`src/rtl/pfg_pkg.sv`:
```
package pfg_pkg;
  typedef enum logic [1:0] {
    WG_IDLE  = 2'd0,
    WG_OPEN  = 2'd1,
    WG_SPOIL = 2'd2
  } wg_state_t;
endpackage

```
`src/rtl/pfg_sync.sv`:
```
// Multi-stage level synchronizer; with d tied high it forms a reset
// synchronizer (asynchronous assert, synchronous release).
module pfg_sync #(
  parameter int STAGES = 2
) (
  input  logic clk,
  input  logic rst_n,
  input  logic d,
  output logic q
);
  logic [STAGES-1:0] chain_q;
  logic [STAGES-1:0] chain_d;

  always_comb begin
    chain_d = {chain_q[STAGES-2:0], d};
  end

  always_ff @(posedge clk or negedge rst_n) begin
    if (!rst_n) chain_q <= '0;
    else        chain_q <= chain_d;
  end

  assign q = chain_q[STAGES-1];
endmodule

```
`src/rtl/pfg_write_fsm.sv`:
```
// Tracks one bus write window; spoils it if the block is deselected.
module pfg_write_fsm
  import pfg_pkg::*;
(
  input  logic clk,
  input  logic rst_n,
  input  logic sel,
  input  logic active,
  output logic capture_en,
  output logic commit
);
  wg_state_t state_q, state_d;

  always_comb begin
    state_d    = state_q;
    capture_en = 1'b0;
    commit     = 1'b0;
    case (state_q)
      WG_IDLE: begin
        if (active) begin
          if (sel) begin
            state_d    = WG_OPEN;
            capture_en = 1'b1;
          end else begin
            state_d = WG_SPOIL;
          end
        end
      end
      WG_OPEN: begin
        if (!sel) begin
          state_d = WG_SPOIL;
        end else if (active) begin
          capture_en = 1'b1;
        end else begin
          commit  = 1'b1;
          state_d = WG_IDLE;
        end
      end
      WG_SPOIL: begin
        if (!active) state_d = WG_IDLE;
      end
      default: state_d = WG_IDLE;
    endcase
  end

  always_ff @(posedge clk or negedge rst_n) begin
    if (!rst_n) state_q <= WG_IDLE;
    else        state_q <= state_d;
  end
endmodule

```
`src/rtl/pfg_guard.sv`:
```
module pfg_guard #(
  parameter int AW        = 11,
  parameter int DW        = 8,
  parameter int SYNC_LEN  = 2
) (
  input  logic          clk,
  input  logic          rst_n,
  input  logic          supply_ok_raw,
  input  logic          bat_mode,
  input  logic          batt_low,
  input  logic          ce_n,
  input  logic          we_n,
  input  logic          oe_n,
  input  logic [AW-1:0] addr,
  input  logic [DW-1:0] wdata,
  output logic          mem_cs,
  output logic          dq_drive,
  output logic          mem_we,
  output logic [AW-1:0] mem_wr_addr,
  output logic [DW-1:0] mem_wr_data,
  output logic          bok_flag
);
  localparam int RST_LEN = SYNC_LEN;

  logic rst_n_i;
  logic sup_s;
  logic sup_d_q;
  logic sel_q, sel_d;
  logic bok_q, bok_d;
  logic we_q,  we_d;
  logic [AW-1:0] cap_addr_q, cap_addr_d;
  logic [DW-1:0] cap_data_q, cap_data_d;
  logic active;
  logic capture_en;
  logic commit;
  logic power_up;

  pfg_sync #(.STAGES(RST_LEN)) u_rst_sync (
    .clk(clk), .rst_n(rst_n), .d(1'b1), .q(rst_n_i)
  );

  pfg_sync #(.STAGES(SYNC_LEN)) u_sup_sync (
    .clk(clk), .rst_n(rst_n_i), .d(supply_ok_raw), .q(sup_s)
  );

  assign active = ~ce_n & ~we_n;

  pfg_write_fsm u_fsm (
    .clk(clk), .rst_n(rst_n_i), .sel(sel_q), .active(active),
    .capture_en(capture_en), .commit(commit)
  );

  // next-state logic
  always_comb begin
    power_up   = sup_s & ~sup_d_q;
    sel_d      = sup_s & ~bat_mode;
    we_d       = commit & ~bok_q;
    bok_d      = bok_q;
    if (power_up)            bok_d = batt_low;
    else if (commit & bok_q) bok_d = 1'b0;
    cap_addr_d = cap_addr_q;
    cap_data_d = cap_data_q;
    if (capture_en) begin
      cap_addr_d = addr;
      cap_data_d = wdata;
    end
  end

  // control registers
  always_ff @(posedge clk or negedge rst_n_i) begin
    if (!rst_n_i) begin
      sup_d_q <= 1'b0;
      sel_q   <= 1'b0;
      bok_q   <= 1'b0;
      we_q    <= 1'b0;
    end else begin
      sup_d_q <= sup_s;
      sel_q   <= sel_d;
      bok_q   <= bok_d;
      we_q    <= we_d;
    end
  end

  // capture registers
  always_ff @(posedge clk or negedge rst_n_i) begin
    if (!rst_n_i) begin
      cap_addr_q <= '0;
      cap_data_q <= '0;
    end else if (capture_en) begin
      cap_addr_q <= cap_addr_d;
      cap_data_q <= cap_data_d;
    end
  end

  assign mem_cs      = sel_q & ~ce_n;
  assign dq_drive    = mem_cs & ~oe_n & we_n;
  assign mem_we      = we_q;
  assign mem_wr_addr = cap_addr_q;
  assign mem_wr_data = cap_data_q;
  assign bok_flag    = bok_q;
endmodule

```
`config.mk`:
```
export PLATFORM = sky130hd
export DESIGN_NAME = pfg_guard
export DESIGN_NICKNAME = d
export VERILOG_FILES = /design/src/rtl/pfg_pkg.sv /design/src/rtl/pfg_sync.sv /design/src/rtl/pfg_write_fsm.sv /design/src/rtl/pfg_guard.sv
export SDC_FILE = /design/constraint.sdc
export NUM_CORES = 1
export LEC_CHECK = 0
export ABC_AREA = 1
export BUFFER_PORTS_ARGS = -buffer_cell sky130_fd_sc_hd__buf_2
export CAP_MARGIN = 0
export CELL_PAD_IN_SITES_DETAIL_PLACEMENT = 1
export CELL_PAD_IN_SITES_GLOBAL_PLACEMENT = 1
export CORE_ASPECT_RATIO = 0.9
export CORE_UTILIZATION = 33
export DETAILED_ROUTE_END_ITERATION = 10
export PLACE_DENSITY_LB_ADDON = 0.1
export SYNTH_ARGS = -nofsm -noshare
export SYNTH_HDL_FRONTEND = slang
export SYNTH_HIERARCHICAL = 1
export SYNTH_SLANG_ARGS = --single-unit
```
`constraint.sdc`:
```
create_clock -name clk -period 1.3 [get_ports clk]
set_clock_uncertainty 0.2 [all_clocks]
set_input_delay 0.13 -clock clk [delete_from_list [all_inputs] [get_ports clk]]
set_output_delay 0.13 -clock clk [all_outputs]
set_load 0.02 [all_outputs]
```
== After elaboration in Yosys (flattened, before gate mapping) ==
Index checks and enable logic that the tools add are counted.

* Muxes and demuxes: 15
* Equality and inequality tests: 3
* Bitwise gates (word level): 14
* Reduce and logical (&&, ||, !) cells: 2

{| class="wikitable"
|+ Operators by type and width
! kind !! number
|-
| 1-bit 2-to-1 mux || 9
|-
| 1-bit bitwise AND || 8
|-
| 2-bit 2-to-1 mux || 4
|-
| 1-bit NOT || 6
|-
| 2-bit case mux with 3 select lines || 1
|-
| 2-bit by 1-bit equality test with 1-bit output (second input constant) || 1
|-
| 2-bit equality test (second input constant) || 1
|-
| 2-bit logical NOT || 1
|-
| 2-bit by 1-bit inequality test with 1-bit output (second input constant) || 1
|-
| 1-bit case mux with 2 select lines || 1
|-
| 2-bit nonzero test || 1
|}

* Register bits after elaboration: 29
* Word-level logic and storage cells: 43

== Longest topological paths before layout ==
Gate-level depths: netlist of run 1.

* Depth after elaboration: 8
* Gate-level depth with buffers: 7

== Hierarchy ==
Netlist of run 1, hierarchy kept.

{| class="wikitable"
|+ By module, submodules not included
! module !! area an instance (µm²) !! instances !! cells an instance
|-
| pfg_guard || 930.9 || 1 || 100
|-
| pfg_sync || 50.0 || 2 || 2
|-
| pfg_write_fsm || 98.8 || 1 || 13
|}

== Worst setup path after synthesis of run 1 ==
Ideal clock, no wire load.

* Path type: register -> register
* From: reg u_fsm.state_q[1]
* To: reg cap_data_q[0], in the netlist mem_wr_data[0]
* Arrival: 975 ps
* Path slack: 51 ps
* Data required time: 1026 ps
* Path buffers: 2
* Stages on the path, launching flop included: 8
* Setup time: 74 ps
* Path through: dfrtp_1 inv_1 nand2_2 nor2_1 buf_6 buf_8 nand2_1 o21ai_2

* Longest elaborated chain between the ends: 2

{| class="wikitable"
|+ RTL lines
! element !! line !! RTL
|-
| start, declared || pfg_write_fsm.sv:12 || <nowiki>wg_state_t state_q, state_d;</nowiki>
|-
| start signal, assigned || pfg_write_fsm.sv:48 || <nowiki>else state_q <= state_d;</nowiki>
|-
| 2-bit by 1-bit equality test with 1-bit output or 2-bit logical NOT (tied branches) || pfg_write_fsm.sv:18 || <nowiki>case (state_q)</nowiki>
|-
| 1-bit case mux with 2 select lines * || pfg_write_fsm.sv:18 ||
|-
| via capture_en || pfg_guard.sv:34 || <nowiki>logic capture_en;</nowiki>
|-
| end signal, assigned || pfg_guard.sv:91 || <nowiki>cap_data_q <= cap_data_d;</nowiki>
|-
| end, declared || pfg_guard.sv:32 || <nowiki>logic [DW-1:0] cap_data_q, cap_data_d;</nowiki>
|}

Mark *: on every way through the listed nets, which the timed path passes. The rest lies on a longest branch.
A chain may end at the register's enable or synchronous reset.

== Worst setup path after layout of run 1 ==
* From: reg sel_q
* To: reg cap_addr_q[7], in the netlist mem_wr_addr[7]

* Longest elaborated chain between the ends: 3

{| class="wikitable"
|+ RTL lines
! element !! line !! RTL
|-
| start, declared || pfg_guard.sv:28 || <nowiki>logic sel_q, sel_d;</nowiki>
|-
| start signal, assigned || pfg_guard.sv:78 || <nowiki>sel_q <= sel_d;</nowiki>
|-
| 1-bit 2-to-1 mux || pfg_write_fsm.sv:21 || <nowiki>if (sel) begin</nowiki>
|-
| 1-bit 2-to-1 mux || pfg_write_fsm.sv:20 || <nowiki>if (active) begin</nowiki>
|-
| 1-bit case mux with 2 select lines * || pfg_write_fsm.sv:18 ||
|-
| via capture_en || pfg_guard.sv:34 ||
|-
| end signal, assigned || pfg_guard.sv:90 || <nowiki>cap_addr_q <= cap_addr_d;</nowiki>
|-
| end, declared || pfg_guard.sv:31 || <nowiki>logic [AW-1:0] cap_addr_q, cap_addr_d;</nowiki>
|}

Marked as above.

==> run_results.csv, run 1 <==
group,metric,value,unit
yosys,synthCells,117,
global_routing,grt_use_total,18.3,%
floorplan,initial_utilization,35.7,%
clock_network,clock_path_buffers,2,
layout,final_area,1970,µm²
yosys,ys_ff_latch,29,
global_routing,grt_pass1_wl,4930,µm
worst_setup_path,path_class,"reg2reg",
floorplan,dieWidth,63.7,µm
yosys,ys_warn_count,6,
worst_setup_path,rr_endpoint,"mem_wr_addr[7]",
worst_setup_path,reg2reg_from,"sel_q",
worst_setup_path,path_max_fanout,7,
layout,diodes,0,
timing,clock.fmax,708,MHz
worst_setup_path,max_stage_delay,390,ps
worst_setup_path,critPathTopFamily,"buffers and inverters",
timing,setup_viol,20,
pwr,irDropWorstVdd,0.822,mV
routing,firstDrtPassIters,4,
worst_setup_path,cp-start-kind,"flip-flop",
worst_setup_path,crit_arrival,1410,ps
yosys,avgSynthCellArea,9.66,µm²
worst_setup_path,regToRegSetupSlack,-110,ps
yosys,synth.cell_area,1130,µm²
yosys,synth_top_area_share,64.2,%
yosys,synth_edf_count,0,
layout,nFillCells,362,
placement,io_buffers,49,
yosys,yosys_most_used_dff,"dfrtp_1",
yosys,yosys.area.top_type,"dfrtp_1",
layout,multi_input_area,325,µm²
clock_network,htreeDepth,2,
global_routing,grt_pass1_vias,1112,
clock_network,cts_tree,"done",
routing,post-route-drc-count,0,
clock_network,clk_pin_slew,70,ps
routing,num_vias,1083,
placement,place_congestion,0.636,
floorplan,core_area,3160,µm²
timing,rsz0062_at_grt,"true",
timing,finalHoldViolCount,0,
routing,viasPerCell,4.37,
routing,drtIter0Drc,9,
clock_network,clk_latency,280,ps
worst_setup_path,reg2reg_depth,7,
layout,finish.net_count,233,
layout,area.growth.synth_to_final,74.6,%
worst_setup_path,cp_slowest_cell,"dfrtp_1",
clock_network,root_buffer,"clkbuf_8",
pwr,p_leak,1.03,nW
floorplan,num_io_pins,50,
routing,wire_per_inst,14.6,µm
global_routing,gr-total-overflow,0,
outcome,status,"finished, violations left",
routing,wirelength,3630,µm
pwr,powerDensity,1390,nW/µm²
layout,regArea,726,µm²
worst_setup_path,crit_chain,"buf_6 > nand2_4 > nor2_4 > buf_12 > clkbuf_16 > nand2_2 > o21ai_1",
yosys,async_flop_share,100,%
routing,ant_nets,0,
timing,min_period_over_period,109,%
worst_setup_path,worst_ep_required_time,1300,ps
worst_setup_path,crit_buf_inv,3,
timing,drv_slew,0,
global_routing,antenna_found_initial,0,
placement,hpwl,1750,µm
floorplan,rows,19,
pwr,total_power,2.75,mW
worst_setup_path,endpoint_kind,"flip-flop",
floorplan,die_h,57.5,µm
job,drv_cap,0,
timing,fin_ws,-112,ps
yosys,synth.area.top_cells,"dfrtp_1, inv_1, nand2_1",
timing,period_minus_slack,1410,ps
clock_network,cts.sink_count,29,
yosys,synth_nets,144,
layout,drive_above_1_share,45.1,%
clock_network,cts_inserted_buffers,5,
yosys,ys_types,15,
placement,place_area,1420,µm²
min_path,hp-class,"reg2async",
global_routing,grt_max_degree,20,
floorplan,dieArea,3660,µm²
yosys,yosysSeqAreaShare,64.2,%
outcome,violations,"negative setup slack",
==> power by group <==
group	internal (mW)	switching, mW	total, mW
clock	0.556	0.343	0.899
sequential	1.06	0.0875	1.15
combinational	0.282	0.423	0.705
==> how the worst max path moves through the flow <==
stage / startpoint / to / slack (ps) / cells past startpoint
after floorplan: u_fsm/state_q[1] / mem_wr_data[0] / 50 / 7
after global placement: we_n / mem_wr_data[3] / 40 / 6
after detailed placement: u_fsm/state_q[1] / mem_wr_data[5] / -10 / 5
after CTS: sel_q / dq_drive / -50 / 3
after global routing: sel_q / mem_wr_data[1] / -150 / 6
final: sel_q / mem_wr_addr[7] / -110 / 7
==> cell usage after synthesis, types with 2 or more instances <==
library cell and count:
dfrtp_1 29, inv_1 27, nand2_1 24, o21ai_0 15
nor2_1 7, buf_8 2, nand2_2 2, nand3_1 2
o21ai_1 2, o21ai_2 2
==> kinds of logic after synthesis <==
| group | after synthesis | share of synthesized area (%) |
|---|---|---|
| simple gates | 37 | 13.3 |
| compound gates | 19 | 9.08 |
| buf+inv | 31 | 13.1 |
| flops | 29 | 64.2 |
| other cells | 1 | 0.332 |
==> routing by layer <==
metal	wire length [µm]	GRT usage, %	vias to the layer above
met3	149	5.00	6
met2	1920	31.9	37
met1	1510	21.1	518
li1	-	-	522
met4	55	7.79	0
met5	0	0	-
==> layout by cell type (no fill, tap or decap) <==
master / count
o21ai_2: 7
nand3_1: 2
buf_2: 48
nor2_2: 1
clkbuf_16: 2
dfrtp_1: 29
nand2_2: 11
buf_6: 5
buf_4: 5
nor3_2: 1
o21ai_0: 1
inv_1: 26
o21ai_1: 11
clkbuf_8: 5
conb_1: 1
nand2_4: 2
buf_12: 2
inv_2: 1
nand2_1: 13
dlygate4sd3_1: 24
bufinv_16: 1
nor2_4: 1
clkinv_2: 1
nor2_1: 6
==> per-stage QoR <==
stage / instances / util, % / setup slack, ps / setup TNS (ps) / hold WS, ps
floorplan: 117 / - / 51.0 / 0 / -366
global placement: 207 / 44.9 / 37.6 / 0 / -284
detailed placement: 207 / 44.9 / -11.3 / -13.6 / -281
CTS: 240 / 57.5 / -47.2 / -73.9 / 5.76
global route: 248 / 62.4 / -154 / -2260 / 24.2
finish: 248 / 62.4 / -112 / -1370 / 3.51
==> sequential cells by signal (all words and copies together) (netlist names) <==
signal	flops
mem_wr_data	8
u_rst_sync/chain_q	2
u_fsm/state_q	2
u_sup_sync/chain_q	2
mem_wr_addr	11
sup_d_q	1
sel_q	1
bok_flag	1
mem_we	1
==> area by class of cell <==
type	count	area share [%]
clock buffer	5	3.49
clock inverter	2	1.78
inverter	27	5.14
multi-input combinational	57	16.5
sequential	29	36.8
tap	42	2.66
timing repair buffer	86	33.7
==> timing repair <==
item	in CTS	in global routing
gates cloned	1	5
setup endpoints to repair	10	20
hold endpoints to repair	24	0
pin swaps	2	4
buffers inserted	1	12
hold buffers	24	0
gates resized for setup	11	31
Power figures use the tool's default switching activity.
==> inputs of run 2 (changes only) <==
Settings changed: SLEW_MARGIN set to 20.
Clock period 1.3 ns to 1.6 ns, I/O delays scaled along.
==> run 2 against run 1 <==
- the run now ends clean
- sequential share of layout area increased by 4.4 points
- sequential cell count unchanged
- first-iteration DRC count increased to 3.0 times the previous value
- sequential power decreased by 19%
- via count decreased by 7.0%
- global-route usage decreased by 0.27 points
- largest cell class unchanged
- final area decreased by 11%
- cell count decreased by 3.6%
- combinational power decreased by 29%
- register-to-register slack improved by 380 ps
==> run_results.csv, run 2 (synthesis gave the netlist of run 1 again) <==
group,metric,value,unit
timing,rsz0062_at_grt,"false",
global_routing,grt_use_total,18.0,%
routing,post-route-drc-count,0,
routing,ant_nets,0,
layout,regArea,726,µm²
clock_network,cts.sink_count,29,
pwr,powerDensity,1180,nW/µm²
timing,min_period_over_period,87.9,%
clock_network,cts_inserted_buffers,5,
timing,drv_slew,0,
routing,drtIter0Drc,27,
floorplan,initial_utilization,35.7,%
timing,tns,0,ps
worst_setup_path,crit_start,"sel_q",
layout,nFillCells,379,
worst_setup_path,endpoint_kind,"primary output",
floorplan,dieArea,3660,µm²
layout,diodes,0,
floorplan,core_area,3160,µm²
placement,place_congestion,0.631,
layout,layout_commonest_cell,"buf_2",
routing,wire_per_inst,11.8,µm
clock_network,clk_pin_slew,60,ps
layout,largest_register_ffs,11,
worst_setup_path,crit_arrival,1050,ps
global_routing,gr-total-overflow,0,
pwr,p_leak,0.929,nW
global_routing,grt_pass1_vias,1065,
timing,clock.fmax,711,MHz
placement,io_buffers,49,
timing,finalHoldViolCount,0,
routing,firstDrtPassIters,4,
worst_setup_path,path_class,"reg2out",
global_routing,antenna_found_initial,0,
placement,hpwl,1750,µm
clock_network,root_buffer,"clkbuf_8",
worst_setup_path,reg2reg_from,"u_fsm/state_q[1]",
layout,layoutNonFillerInstCount,239,
timing,period_minus_slack,1410,ps
layout,area.growth.synth_to_final,55.8,%
placement,dp.cells,207,
floorplan,die_h,57.5,µm
floorplan,num_io_pins,50,
clock_network,clock_path_buffers,2,
floorplan,rows,19,
clock_network,htreeDepth,2,
worst_setup_path,worst_ep_required_time,1240,ps
worst_setup_path,cp-start-kind,"flip-flop",
global_routing,grt_pass1_wl,4840,µm
job,drv_cap,0,
clock_network,clk_latency,270,ps
outcome,status,"completed",
layout,multi_input_area,259,µm²
layout,finish.net_count,223,
timing,setup_viol,0,
worst_setup_path,path_max_fanout,2,
routing,viasPerCell,4.21,
routing,num_vias,1007,
global_routing,grt_max_degree,39,
layout,final_cell_mix,"buf_2, dfrtp_1, inv_1",
min_path,hp-class,"reg2async",
pwr,irDropWorstVdd,0.721,mV
clock_network,cts_tree,"done",
routing,wirelength,2830,µm
floorplan,dieWidth,63.7,µm
layout,drive_above_1_share,33.5,%
run 2: stage by stage:
step / power, mW / instance area, µm² / setup WS (ps) / hold slack (ps) / utilization, %
finish: 2.08 / 1760 / 194 / 0.685 / 55.7
CTS: 2.11 / 1760 / 162 / 6.79 / 55.7
global placement: 1.38 / 1420 / 332 / -251 / 44.9
floorplan: 1.20 / 1130 / 351 / -336 / -
detailed placement: 1.39 / 1420 / 255 / -252 / 44.9
global route: 2.21 / 1760 / 121 / 27.5 / 55.7
run 2: final cells by class:
cell class	count	share of cell area, %
Inverter	27	5.76
Timing Repair Buffer	76	29.6
Tap cell	42	2.99
Sequential cell	29	41.2
Multi-Input combinational cell	57	14.7
Clock buffer	7	5.47
Clock inverter	1	0.284
run 2: path summary, 6_finish.rpt:
path,endpoint,slack (ps),cells after the start
setup / recovery,dq_drive,190,3
hold / removal,u_fsm/state_q[0],0.7,1
setup reg to reg,mem_wr_addr[10],270,5
hold reg to reg,u_fsm/state_q[0],0.7,1
max in group asynchronous,u_rst_sync/chain_q[1],530,3
min in group clk,u_fsm/state_q[0],20,4
run 2: routing by layer:
metal  global-route usage [%]  share of wire [%]
met1                     19.6                 41
met2                     32.2                 53
met3                     7.00                5.6
met4                     5.84               0.71
met5                        0                  0
run 2: timing repair:
action | in CTS | in global routing
buffers inserted | 0 | 0
setup endpoints to repair | 0 | 0
hold buffers | 24 | 0
endpoints found under the hold margin | 24 | 0
gates resized for setup | 0 | 0
run 2: power breakdown:
part | switching, mW | leakage, nW | internal [mW]
logic | 0.303 | 0.520 | 0.195
clock network | 0.268 | 0.0542 | 0.388
registers | 0.0688 | 0.355 | 0.861
total | 0.640 | 0.929 | 1.44
run 2: critical path, stage by stage (launching register included):
cell	delay, ps
dfrtp_1	370
nand2_1	90
nor3_1	130
buf_2	190
==> inputs of run 3 (changes only) <==
Settings changed: CORE_MARGIN set to 2, TNS_END_PERCENT set to 50.
==> run 3 against run 2 <==
- the flow now finishes with violations (negative hold slack)
- cell count is 0.84% higher
- register-to-register slack hardly changed
- setup slack better by 20 ps
- die area is 6.7% higher
- final area is 1.0% higher
- power is 5.7% higher
- sequential cell count stayed put
- fmax is 1.5% higher
- clock power is 19% higher
- worst hold slack worse by 7.2 ps
- critical path depth stayed put
- largest cell class unchanged
==> run_results.csv, run 3 (synthesis gave the netlist of run 1 again) <==
group,metric,value,unit
outcome,status,"finished, violations left",
outcome,violations,"negative hold slack",
worst_setup_path,critPathTopFamily,"flip-flops",
floorplan,dieWidth,65.7,µm
global_routing,grt_pass1_vias,1097,
layout,drive_above_1_share,33.0,%
timing,holdWs,-6.50,ps
worst_setup_path,worst_ep_required_time,1240,ps
worst_setup_path,max_stage_delay,370,ps
worst_setup_path,crit_chain,"nand2_1 > nor3_1 > buf_2",
clock_network,htreeDepth,2,
worst_setup_path,cp.depth,3,
routing,wl_met1,1140,µm
clock_network,clk_latency,280,ps
placement,place_congestion,0.651,
floorplan,die_h,59.5,µm
worst_setup_path,reg2reg_from,"u_fsm/state_q[1]",
timing,min_period_over_period,86.6,%
routing,wire_per_inst,11.6,µm
routing,firstDrtPassIters,3,
worst_setup_path,cp-start-kind,"flip-flop",
placement,io_buffers,49,
routing,highest_layer,"met4",
placement,hpwl,1760,µm
routing,met3_length,113,µm
worst_setup_path,endpoint_kind,"primary output",
worst_setup_path,crit_arrival,1030,ps
timing,setup_viol,0,
worst_setup_path,rr_endpoint,"mem_wr_data[6]",
layout,regArea,726,µm²
routing,num_vias,1009,
clock_network,cts.repair.resized,0,
floorplan,rows,20,
clock_network,cts.sink_count,29,
routing,post-route-drc-count,0,
clock_network,clk_pin_slew,60,ps
routing,wirelength,2790,µm
worst_setup_path,path_class,"reg2out",
timing,period_minus_slack,1390,ps
global_routing,grt_pass1_wl,4830,µm
floorplan,dieArea,3910,µm²
floorplan,core_area,3330,µm²
pwr,irDropWorstVdd,0.645,mV
layout,nFillCells,392,
job,drv_cap,0,
routing,ant_nets,0,
timing,tns,0,ps
worst_setup_path,crit_start,"sel_q",
layout,final_cell_mix,"buf_2, dfrtp_1, inv_1",
pwr,powerDensity,1240,nW/µm²
timing,rsz0062_at_grt,"false",
worst_setup_path,regToRegSetupSlack,270,ps
global_routing,gr-total-overflow,0,
timing,finalHoldViolCount,13,
pwr,p_leak,0.933,nW
routing,drtIter0Drc,13,
worst_setup_path,crit_buf_inv,1,
min_path,hp-class,"reg2async",
clock_network,cts_setup_buffers,0,
clock_network,root_buffer,"clkbuf_8",
layout,largest_register_ffs,11,
routing,wl_met2,1480,µm
clock_network,cts_tree,"done",
worst_setup_path,cp_slowest_cell,"dfrtp_1",
layout,area.growth.synth_to_final,57.4,%
global_routing,antenna_found_initial,0,
global_routing,grt_max_degree,39,
layout,diodes,0,
worst_setup_path,endpoint,"dq_drive",
worst_setup_path,path_max_fanout,2,
routing,viasPerCell,4.19,
layout,multi_input_area,259,µm²
layout,finish.net_count,223,
placement,place_area,1420,µm²
layout,final_area,1780,µm²
layout,layout_commonest_cell,"buf_2",
floorplan,num_io_pins,50,
clock_network,clock_path_buffers,2,
clock_network,cts_inserted_buffers,5,
worst_setup_path,reg2reg_depth,5,
global_routing,grt_use_total,17.3,%
timing,clock.fmax,722,MHz
floorplan,initial_utilization,33.9,%
timing,drv_slew,0,
## run 3: cell count changes in the layout (fill, tap and decap cells not counted), sizes merged
cell	previous run	this run
clkinv	1	0
bufinv	0	1
## run 3: timing repair
item / CTS / global route
hold buffers: 24 / 0
endpoints found under the hold margin: 24 / 0
setup endpoints to repair: 0 / 0
## run 3: worst min path at each step
stage	slack (ps)	cells after the start	from	to
global placement	-250	1	rst_n	u_rst_sync/chain_q[0]
CTS	7	1	u_rst_sync/chain_q[1]	u_fsm/state_q[0]
finish	-6	1	u_rst_sync/chain_q[1]	u_fsm/state_q[1]
floorplan	-340	0	rst_n	u_rst_sync/chain_q[0]
detailed placement	-250	1	rst_n	u_rst_sync/chain_q[0]
global route	30	1	u_rst_sync/chain_q[1]	u_fsm/state_q[1]
## run 3: stage by stage
stage               utilization (%)  power, mW  cells  setup slack, ps
CTS                            53.4       2.23    241              192
floorplan                         -       1.20    117              351
finish                         53.4       2.20    241              214
detailed placement             42.7       1.39    209              246
global placement               42.7       1.38    209              325
global route                   53.4       2.33    241              132
## run 3: power breakdown
group	switching (mW)	internal, mW	total [mW]
clock network	0.272	0.507	0.779
logic	0.304	0.195	0.500
registers	0.0638	0.861	0.924
total	0.640	1.56	2.20
## run 3: per-layer routing
metal / vias to the layer above / GRT usage (%)
li1: 500 / -
met3: 4 / 4.75
met1: 480 / 19.0
met2: 25 / 29.7
met5: - / 0
met4: 0 / 10.7
## run 3: layout make-up
type                       instances  share of cell area (%)
sequential                        29                    40.8
multi-input combinational         57                    14.6
inverter                          27                    5.70
clock inverter                     1                    1.69
clock buffer                       7                    4.86
timing repair buffer              76                    29.3
tap                               44                    3.10
## run 3: worst register-to-register path, stage by stage, from the launching register on
cell     delay, ps
dfrtp_1        370
inv_1           70
nand2_2         80
nor2_2         150
buf_12         200
o21ai_0        140
